`config.mk`:
```
export PLATFORM = sky130hd
export DESIGN_NAME = keyed_wdog
export DESIGN_NICKNAME = d
export VERILOG_FILES = /design/src/rtl/keyed_wdog_pkg.sv /design/src/rtl/keyed_wdog_ctrl.sv /design/src/rtl/keyed_wdog_dp.sv /design/src/rtl/keyed_wdog.sv
export SDC_FILE = /design/constraint.sdc
export NUM_CORES = 1
export LEC_CHECK = 0
export ABC_AREA = 0
export BUFFER_PORTS_ARGS = -buffer_cell sky130_fd_sc_hd__clkbuf_2
export CORE_MARGIN = 4
export CORE_UTILIZATION = 42
export DETAILED_ROUTE_END_ITERATION = 12
export MAX_ROUTING_LAYER = met4
export PLACE_DENSITY = 0.79
export SLEW_MARGIN = 30
export SYNTH_ARGS = -nofsm -noshare
export SYNTH_HDL_FRONTEND = slang
export SYNTH_SLANG_ARGS = --single-unit
```
`constraint.sdc`:
```
create_clock -name clk -period 1.75 [get_ports clk]
set_input_delay 0.2625 -clock clk [delete_from_list [all_inputs] [get_ports clk]]
set_output_delay 0.2625 -clock clk [all_outputs]
set_load 0.02 [all_outputs]
```
`src/rtl/keyed_wdog_pkg.sv`:
```
package keyed_wdog_pkg;
  localparam int REG_W    = 8;
  localparam int BUS_W    = 32;
  localparam int ADDR_W   = 4;
  localparam int SEL_W    = 3;
  localparam int PRE_W    = 1 << SEL_W;
  localparam int KEY_LSB  = 8;
  localparam int EN_BIT   = 5;
  localparam int FLAG_BIT = REG_W - 1;

  localparam logic [ADDR_W-1:0] CNT_OFS = 4'h0;
  localparam logic [ADDR_W-1:0] CSR_OFS = 4'h2;
  localparam logic [7:0]        CNT_KEY = 8'h5A;
  localparam logic [7:0]        CSR_KEY = 8'hA5;

  typedef enum logic [1:0] {
    SZ_BYTE = 2'd0,
    SZ_WORD = 2'd1,
    SZ_LONG = 2'd2,
    SZ_RSVD = 2'd3
  } xfer_size_e;

  typedef struct packed {
    logic             wrCnt;
    logic             wrCsr;
    logic [REG_W-1:0] wrVal;
  } strobe_t;
endpackage

```
`src/rtl/keyed_wdog_ctrl.sv`:
```
module keyed_wdog_ctrl
  import keyed_wdog_pkg::*;
(
  input  logic [ADDR_W-1:0] busAddr,
  input  logic              busWrEn,
  input  logic              busRdEn,
  input  logic [1:0]        busSize,
  input  logic [BUS_W-1:0]  busWData,
  input  logic [REG_W-1:0]  cntVal,
  input  logic [REG_W-1:0]  csrVal,
  output strobe_t           strb,
  output logic [BUS_W-1:0]  busRData
);
  logic       isWord;
  logic       rdSizeOk;
  logic       hitCnt;
  logic       hitCsr;
  logic [7:0] keyByte;
  logic       unusedHi;

  assign unusedHi = ^busWData[BUS_W-1:KEY_LSB+8];

  always_comb begin
    isWord   = (busSize == SZ_WORD);
    rdSizeOk = (busSize == SZ_WORD) || (busSize == SZ_BYTE);
    hitCnt   = (busAddr == CNT_OFS);
    hitCsr   = (busAddr == CSR_OFS);
    keyByte  = busWData[KEY_LSB +: 8];
  end

  // Key gate: word size, matching offset, and the key owned by that offset
  always_comb begin
    strb.wrCnt = busWrEn && isWord && hitCnt && (keyByte == CNT_KEY);
    strb.wrCsr = busWrEn && isWord && hitCsr && (keyByte == CSR_KEY);
    strb.wrVal = busWData[REG_W-1:0];
  end

  always_comb begin
    busRData = '0;
    if (busRdEn && rdSizeOk) begin
      if (hitCnt)      busRData[REG_W-1:0] = cntVal;
      else if (hitCsr) busRData[REG_W-1:0] = csrVal;
    end
  end
endmodule

```
`src/rtl/keyed_wdog_dp.sv`:
```
module keyed_wdog_dp
  import keyed_wdog_pkg::*;
(
  input  logic             clk,
  input  logic             rstN,
  input  strobe_t          strb,
  output logic [REG_W-1:0] cntVal,
  output logic [REG_W-1:0] csrVal,
  output logic             timeoutPulse
);
  logic [REG_W-1:0]    cntQ;
  logic [FLAG_BIT-1:0] csrLoQ;
  logic                flagQ;
  logic [PRE_W-1:0]    preQ;
  logic                toQ;
  logic [PRE_W-1:0]    mask;
  logic [SEL_W-1:0]    sel;
  logic                en;
  logic                tick;
  logic                wrap;

  assign en  = csrLoQ[EN_BIT];
  assign sel = csrLoQ[SEL_W-1:0];

  // Prescale mask: low (sel+1) bits set
  for (genvar i = 0; i < PRE_W; i++) begin : g_mask
    assign mask[i] = (32'(i) <= 32'(sel));
  end

  always_comb begin
    tick = en && ((preQ & mask) == mask);
    wrap = tick && !strb.wrCnt && (cntQ == '1);
  end

  always_ff @(posedge clk) begin
    if (!rstN) begin
      cntQ   <= '0;
      csrLoQ <= '0;
      flagQ  <= 1'b0;
      preQ   <= '0;
      toQ    <= 1'b0;
    end else begin
      preQ <= en ? preQ + PRE_W'(1) : '0;
      toQ  <= wrap;
      if (strb.wrCnt)  cntQ <= strb.wrVal;
      else if (tick)   cntQ <= cntQ + REG_W'(1);
      if (strb.wrCsr)  csrLoQ <= strb.wrVal[FLAG_BIT-1:0];
      if (wrap)                                     flagQ <= 1'b1;
      else if (strb.wrCsr && !strb.wrVal[FLAG_BIT]) flagQ <= 1'b0;
    end
  end

  assign cntVal       = cntQ;
  assign csrVal       = {flagQ, csrLoQ};
  assign timeoutPulse = toQ;
endmodule

```
`src/rtl/keyed_wdog.sv`:
```
module keyed_wdog
  import keyed_wdog_pkg::*;
(
  input  logic              clk,
  input  logic              rstN,
  input  logic [ADDR_W-1:0] busAddr,
  input  logic              busWrEn,
  input  logic              busRdEn,
  input  logic [1:0]        busSize,
  input  logic [BUS_W-1:0]  busWData,
  output logic [BUS_W-1:0]  busRData,
  output logic              timeoutPulse
);
  strobe_t          strb;
  logic [REG_W-1:0] cntVal;
  logic [REG_W-1:0] csrVal;

  keyed_wdog_ctrl u_ctrl (
    .busAddr (busAddr),
    .busWrEn (busWrEn),
    .busRdEn (busRdEn),
    .busSize (busSize),
    .busWData(busWData),
    .cntVal  (cntVal),
    .csrVal  (csrVal),
    .strb    (strb),
    .busRData(busRData)
  );

  keyed_wdog_dp u_dp (
    .clk         (clk),
    .rstN        (rstN),
    .strb        (strb),
    .cntVal      (cntVal),
    .csrVal      (csrVal),
    .timeoutPulse(timeoutPulse)
  );
endmodule

```
**Yosys cells after proc, flatten, opt, wreduce, memory -nomap -nowiden**

Index checks and enable logic that the tools add are counted.

- Bits in read-only memories: 0
- Bits in writable memories: 0
- Latch bits: 0
- Output and inout bits: 33
- Memories kept: 0
- Logic and storage cells: 46
- Register bits after elaboration: 25
- Input port bits: 42

- Shift operators: 0
- Multiplexer cells: 7
- Bitwise gates (word level): 1
- Div/mod/pow operators: 0
- Add/sub/neg operators: 2
- Reductions and logical operators: 18
- Multipliers: 0
- Equal/unequal tests: 6
- Magnitude comparators: 7

Operators by type and width:

| kind | count |
|---|---|
| 2-to-1 mux 8 bit | 5 |
| adder 8 x 1 -> 8 bit (second input constant) | 2 |
| == test 8 bit (second input constant) | 2 |
| <= comparator 3 bit (first input constant) | 4 |
| logical AND 1 bit | 10 |
| AND 8 bit | 1 |
| == test 8 x 7 -> 1 bit (second input constant) | 1 |
| == test 8 bit | 1 |
| <= comparator 2 x 3 -> 1 bit (first input constant) | 2 |
| == test 4 x 2 -> 1 bit (second input constant) | 1 |
| logical NOT 4 bit | 1 |
| nonzero test 2 bit | 2 |
| <= comparator 1 x 3 -> 1 bit (first input constant) | 1 |
| == test 2 x 1 -> 1 bit (second input constant) | 1 |
| logical NOT 1 bit | 2 |
| logical NOT 2 bit | 1 |
| 2-to-1 mux 1 bit | 2 |
| AND reduction 2 bit | 1 |
| logical OR 1 bit | 1 |

**Logic depth before layout (Yosys ltp)**

- Word-level depth: 8
- Gate-level depth with buffers: 6
- Depth with buffers taken out: 5

**By module**

A second synthesis with hierarchy kept.

- Cells, all modules: 190
- Area, all modules: 1,679.1 µm²

Modules (own cells, without submodules):

| module | seq. area each (µm²) | instances | area each (µm²) | cells each |
|---|---|---|---|---|
| keyed_wdog_dp | 500.5 | 1 | 1,187.4 | 130 |
| keyed_wdog_ctrl | 0.0 | 1 | 491.7 | 60 |

**Worst setup path after synthesis**

Ideal clock, no wire load.

- Path kind: reg2reg
- Start: register u_dp.csrLoQ[1]
- End: register u_dp.cntQ[5] (netlist: u_dp.cntVal[5])
- Data arrival time: 1.608 ns
- Setup time: 0.074 ns
- Required time: 1.676 ns
- Slack: 0.067 ns
- Stages on the path, launching flop included: 6
- Period minus slack after synthesis: 1.683 ns
- Path buffers: 1
- Path through: dfxtp_1 a21boi_1 o32a_4 buf_6 or4_1 a31oi_1

- Longest elaborated chain between the ends: 5
- Elaborated cells between the ends (all ways): 11
- Those cells by class: order compare: 7; eq/ne: 1; bitwise: 1; reduce/logical: 2

RTL lines:

| what | line | text |
|---|---|---|
| from (decl) | keyed_wdog_dp.sv:12 | `logic [FLAG_BIT-1:0] csrLoQ;` |
| from (signal assigned) | keyed_wdog_dp.sv:47 | `if (strb.wrCsr) csrLoQ <= strb.wrVal[FLAG_BIT-1:0];` |
| <= comparator 1 x 3 -> 1 bit, or another cell as far along | keyed_wdog_dp.sv:27 | `assign mask[i] = (32'(i) <= 32'(sel));` |
| AND 8 bit | keyed_wdog_dp.sv:31 | `tick = en && ((preQ & mask) == mask);` |
| == test 8 bit (*) | keyed_wdog_dp.sv:31 |  |
| logical AND 1 bit (*) | keyed_wdog_dp.sv:31 |  |
| nonzero test 2 bit (no source line) (*) | -- |  |
| to (signal assigned) | keyed_wdog_dp.sv:45 | `if (strb.wrCnt) cntQ <= strb.wrVal;` |
| to (signal assigned) | keyed_wdog_dp.sv:46 | `else if (tick) cntQ <= cntQ + REG_W'(1);` |
| to (decl) | keyed_wdog_dp.sv:11 | `logic [REG_W-1:0] cntQ;` |

Mark *: on every way between the ends. The rest lies on a longest branch, timed or not.
A chain may end at the register's enable or synchronous reset.

**Final worst setup path**

- Start: register u_dp.csrLoQ[1]
- End: register u_dp.cntQ[7] (netlist: u_dp.cntVal[7])

Same word-level chain as after synthesis.

==> results.md <==
- Crit path max fanout: 6
- Yosys warns: 0
- Synth top cells by count: dfxtp_1, buf_4, nor2_1
- DR vias: roughly 1.4k
- Congestion Overflow GR: 0
- Worst VDD drop: around 0.23 mV
- Hold Buf Count CTS: 0
- # rows: 21
- Max Root-Sink Buffers: 2
- Worst Clk Skew: between 0.002 and 0.003 ns
- NetSw: between 200 and 300 µW
- Synth unique cells: 41
- 1st-iter DRT viols: 84
- Max cap viols: 0
- R2R cell count: 4
- Routed Wire Length: 3590 µm
- Crit-path cells: a21boi_1 -> o32a_4 -> or4_1 -> a31oi_1
- Buffers & Inverters on Critical Path: 0
- CP Capture Type: register
- First-pass GRT wire length: 5380 µm
- Final setup fails: 0
- Via-to-Cell Ratio: 5.35
- GRT Util Overall: 15.5%
- Mapped Cells: 181
- Seq pwr share: 55.5%
- Mean Syn Cell Area: 8.61 µm²
- Router iterations before antenna repair: 4
- Flop2flop setup slack: between 0.008 and 0.009 ns
- I/O pin count: 75
- Max-slew violation count: 0
- Core box area: 3470 µm²
- Clock-pin slew on the worst setup and hold paths: 0.09 ns
- Number of global-route vias before repair: 1,255
- Area Overhead vs Synth: 15.2%
- Placed Cells: around 260
- Logic gate share of total power: 10.6%
- Relative slew margins: between 60 and 70%
- Net Sw Frac: 25.5%
- Critical setup path kind: reg -> reg
- Critical Path Start Type: register
- Crit Reg-Reg Endpoint: u_dp.cntVal[7]
- Critical Path Sink: u_dp.cntVal[7]
- Initial core utilization: 44.9%
- Cell at the root of the clock tree: clkbuf_8
- Clock Sinks: 25
- Finished Layout Cells: ~270
- Clock Latency Late Sink: 0.27 ns
- CP max stage delay: 0.54 ns
- Most frequent cell after synthesis: dfxtp_1
- Final hold violations: 0
- Fill count: 333
- Ys async rst share: 0%
- FF+latch count, synth: 25
- Worst EP arrival: 1.94 ns
- Fin crit share: around 100%
- Drt wl/cell: 13.3 µm
- CP Launch Point: u_dp.csrLoQ[1]
- Final nets: 268
- LEAKAGE: approximately 0.00076 µW
- Die Wd: 68.9 µm
- Outcome: finished clean
- Seq/Total Area, Yosys: between 30% and 40%
- H-tree depth: 1
- Fin Setup TNS: 0 ns
- CTS tree: yes
- Antenna fix cells: 0
- Post-synth EDFFs: 0
- Internal power: 763 µW
- CP delay by family, top: compound AO/OA/AOI/OAI gates
- Syn Std Cell Area: 1560 µm²
- Share of layout cells above drive strength 1: 27.4%
- Synth area leaders: dfxtp_1, buf_4, mux2i_1
- Hold Crit Class: in -> reg
- Pin count of the biggest net entering global routing: 20
- Clock share of power: 34.0%
- Fmax: 574 MHz
- Die H: 68.9 µm
- Crit path depth: 4
- Initial antenna violation count: 0
- Post-DRT Antenna Nets: 0
- Residual DRC: 0
- Die area: 4750 µm²
- Power Dens Cells: 570 nW/µm²
- Placer Congestion: roughly 0.86
- Actual slew at the worst max-slew pin: roughly 0.51 ns
- Post-layout minimum cycle time: 1.74 ns
- PortBufs: 34
- Post-CTS setup buffer count: 0
- Post-synth top area cell: dfxtp_1
- Hold_ws: 0.260 ns
- CTS Buf Count: 3
- Slowest cell on crit path: or4_1
- CP required: 1.95 ns
- Main synth FF type: dfxtp_1
- Post-synth top area share: 32.1%
- HPWL after detailed placement: approximately 2600 µm
- Reg2Reg Launch Point: u_dp.csrLoQ[1]
## layout by cell type (no fill, tap or decap), drive strengths merged, types with 2 or more instances in the layout
cell and n:
nor2 18, o32a 2, clkbuf 38, mux2i 8, inv 2, and3 4, a22oi 7, nand2 5
nand4 5, o21ai 11, dfxtp 25, nor2b 7, xnor2 2, a21boi 2, buf 10, nor4bb 4
and4 2, o31ai 5, or4 5, nand2b 2, ha 2, a31oi 8, nand3 10, xor2 4
conb 24
## power by group through the flow
stage,Combinational (µW),Sequential [µW],Clock (µW)
2_1_floorplan,110,582,0
3_3_place_gp,106,582,0
3_5_place_dp,107,582,0
4_1_cts,107,568,350
5_1_grt,120,568,371
6_report,108,568,348
## metrics by stage
step                area (µm²)  total power, µW  utilization, %  setup slack, ns
CTS                       1770             1030            51.1           0.0310
global route              1800             1060            51.8          -0.0557
global placement          1730              688            49.8           0.0848
detailed placement        1730              689            49.8           0.0693
finish                    1800             1020            51.8          0.00847
floorplan                 1650              692               -           0.0673
## registers in the layout, summed over array words and instances, names as in the netlist
signal and flops:
u_dp.preQ 8, u_dp.cntVal 8, u_dp.timeoutPulse 1, u_dp.flagQ 1
u_dp.csrLoQ 7
## tightest hold or removal path, delay by kind of cell
kind          cells  cell delay [ns]
buf+inv           1             0.09
simple gates      1             0.09
mux               1             0.06
## worst min path at each step
| stage | start | end | slack, ns | cells past startpoint |
|---|---|---|---|---|
| 6_report | busWData[3] | u_dp.csrLoQ[3] | 0.26 | 3 |
| 3_3_place_gp | u_dp.flagQ | u_dp.flagQ | 0.48 | 2 |
| 5_1_grt | busWData[7] | u_dp.flagQ | 0.28 | 3 |
| 3_5_place_dp | u_dp.flagQ | u_dp.flagQ | 0.48 | 2 |
| 2_1_floorplan | busWData[7] | u_dp.flagQ | 0.43 | 2 |
| 4_1_cts | busWData[7] | u_dp.flagQ | 0.26 | 3 |
## cells by family after synthesis
| kind of cell | share of synthesized area, % |
|---|---|
| AOI/OAI and AO/OA | 17.7 |
| xor gates and xnor gates | 3.37 |
| adders and majority gates | 1.60 |
| buffers and inverters | 14.6 |
| DFF | 32.1 |
| muxes | 5.14 |
| other | 0.241 |
| and+or+nand+nor | 25.3 |
## what timing repair did
item,in CTS,in global routing
gates resized for setup,0,7
endpoints found under the hold margin,0,0
endpoints found under the setup margin,0,5
## routing by layer
layer / GRT usage [%] / up-vias / share of wire (%)
met5: - / - / 0
met4: 9.25 / 0 / 1.4
met3: 3.24 / 7 / 9.0
met2: 22.6 / 63 / 46
met1: 19.6 / 654 / 43
li1: - / 714 / -
## final cells by class
class,instances,area (µm²),area share [%]
repair buffers,44,245,13.7
inverters,2,7.51,0.418
clock buffers,4,45.0,2.51
well taps,46,57.6,3.21
multi-input cells,148,932,51.9
flip-flops and latches,25,508,28.3
Power figures use the tool's default switching activity.
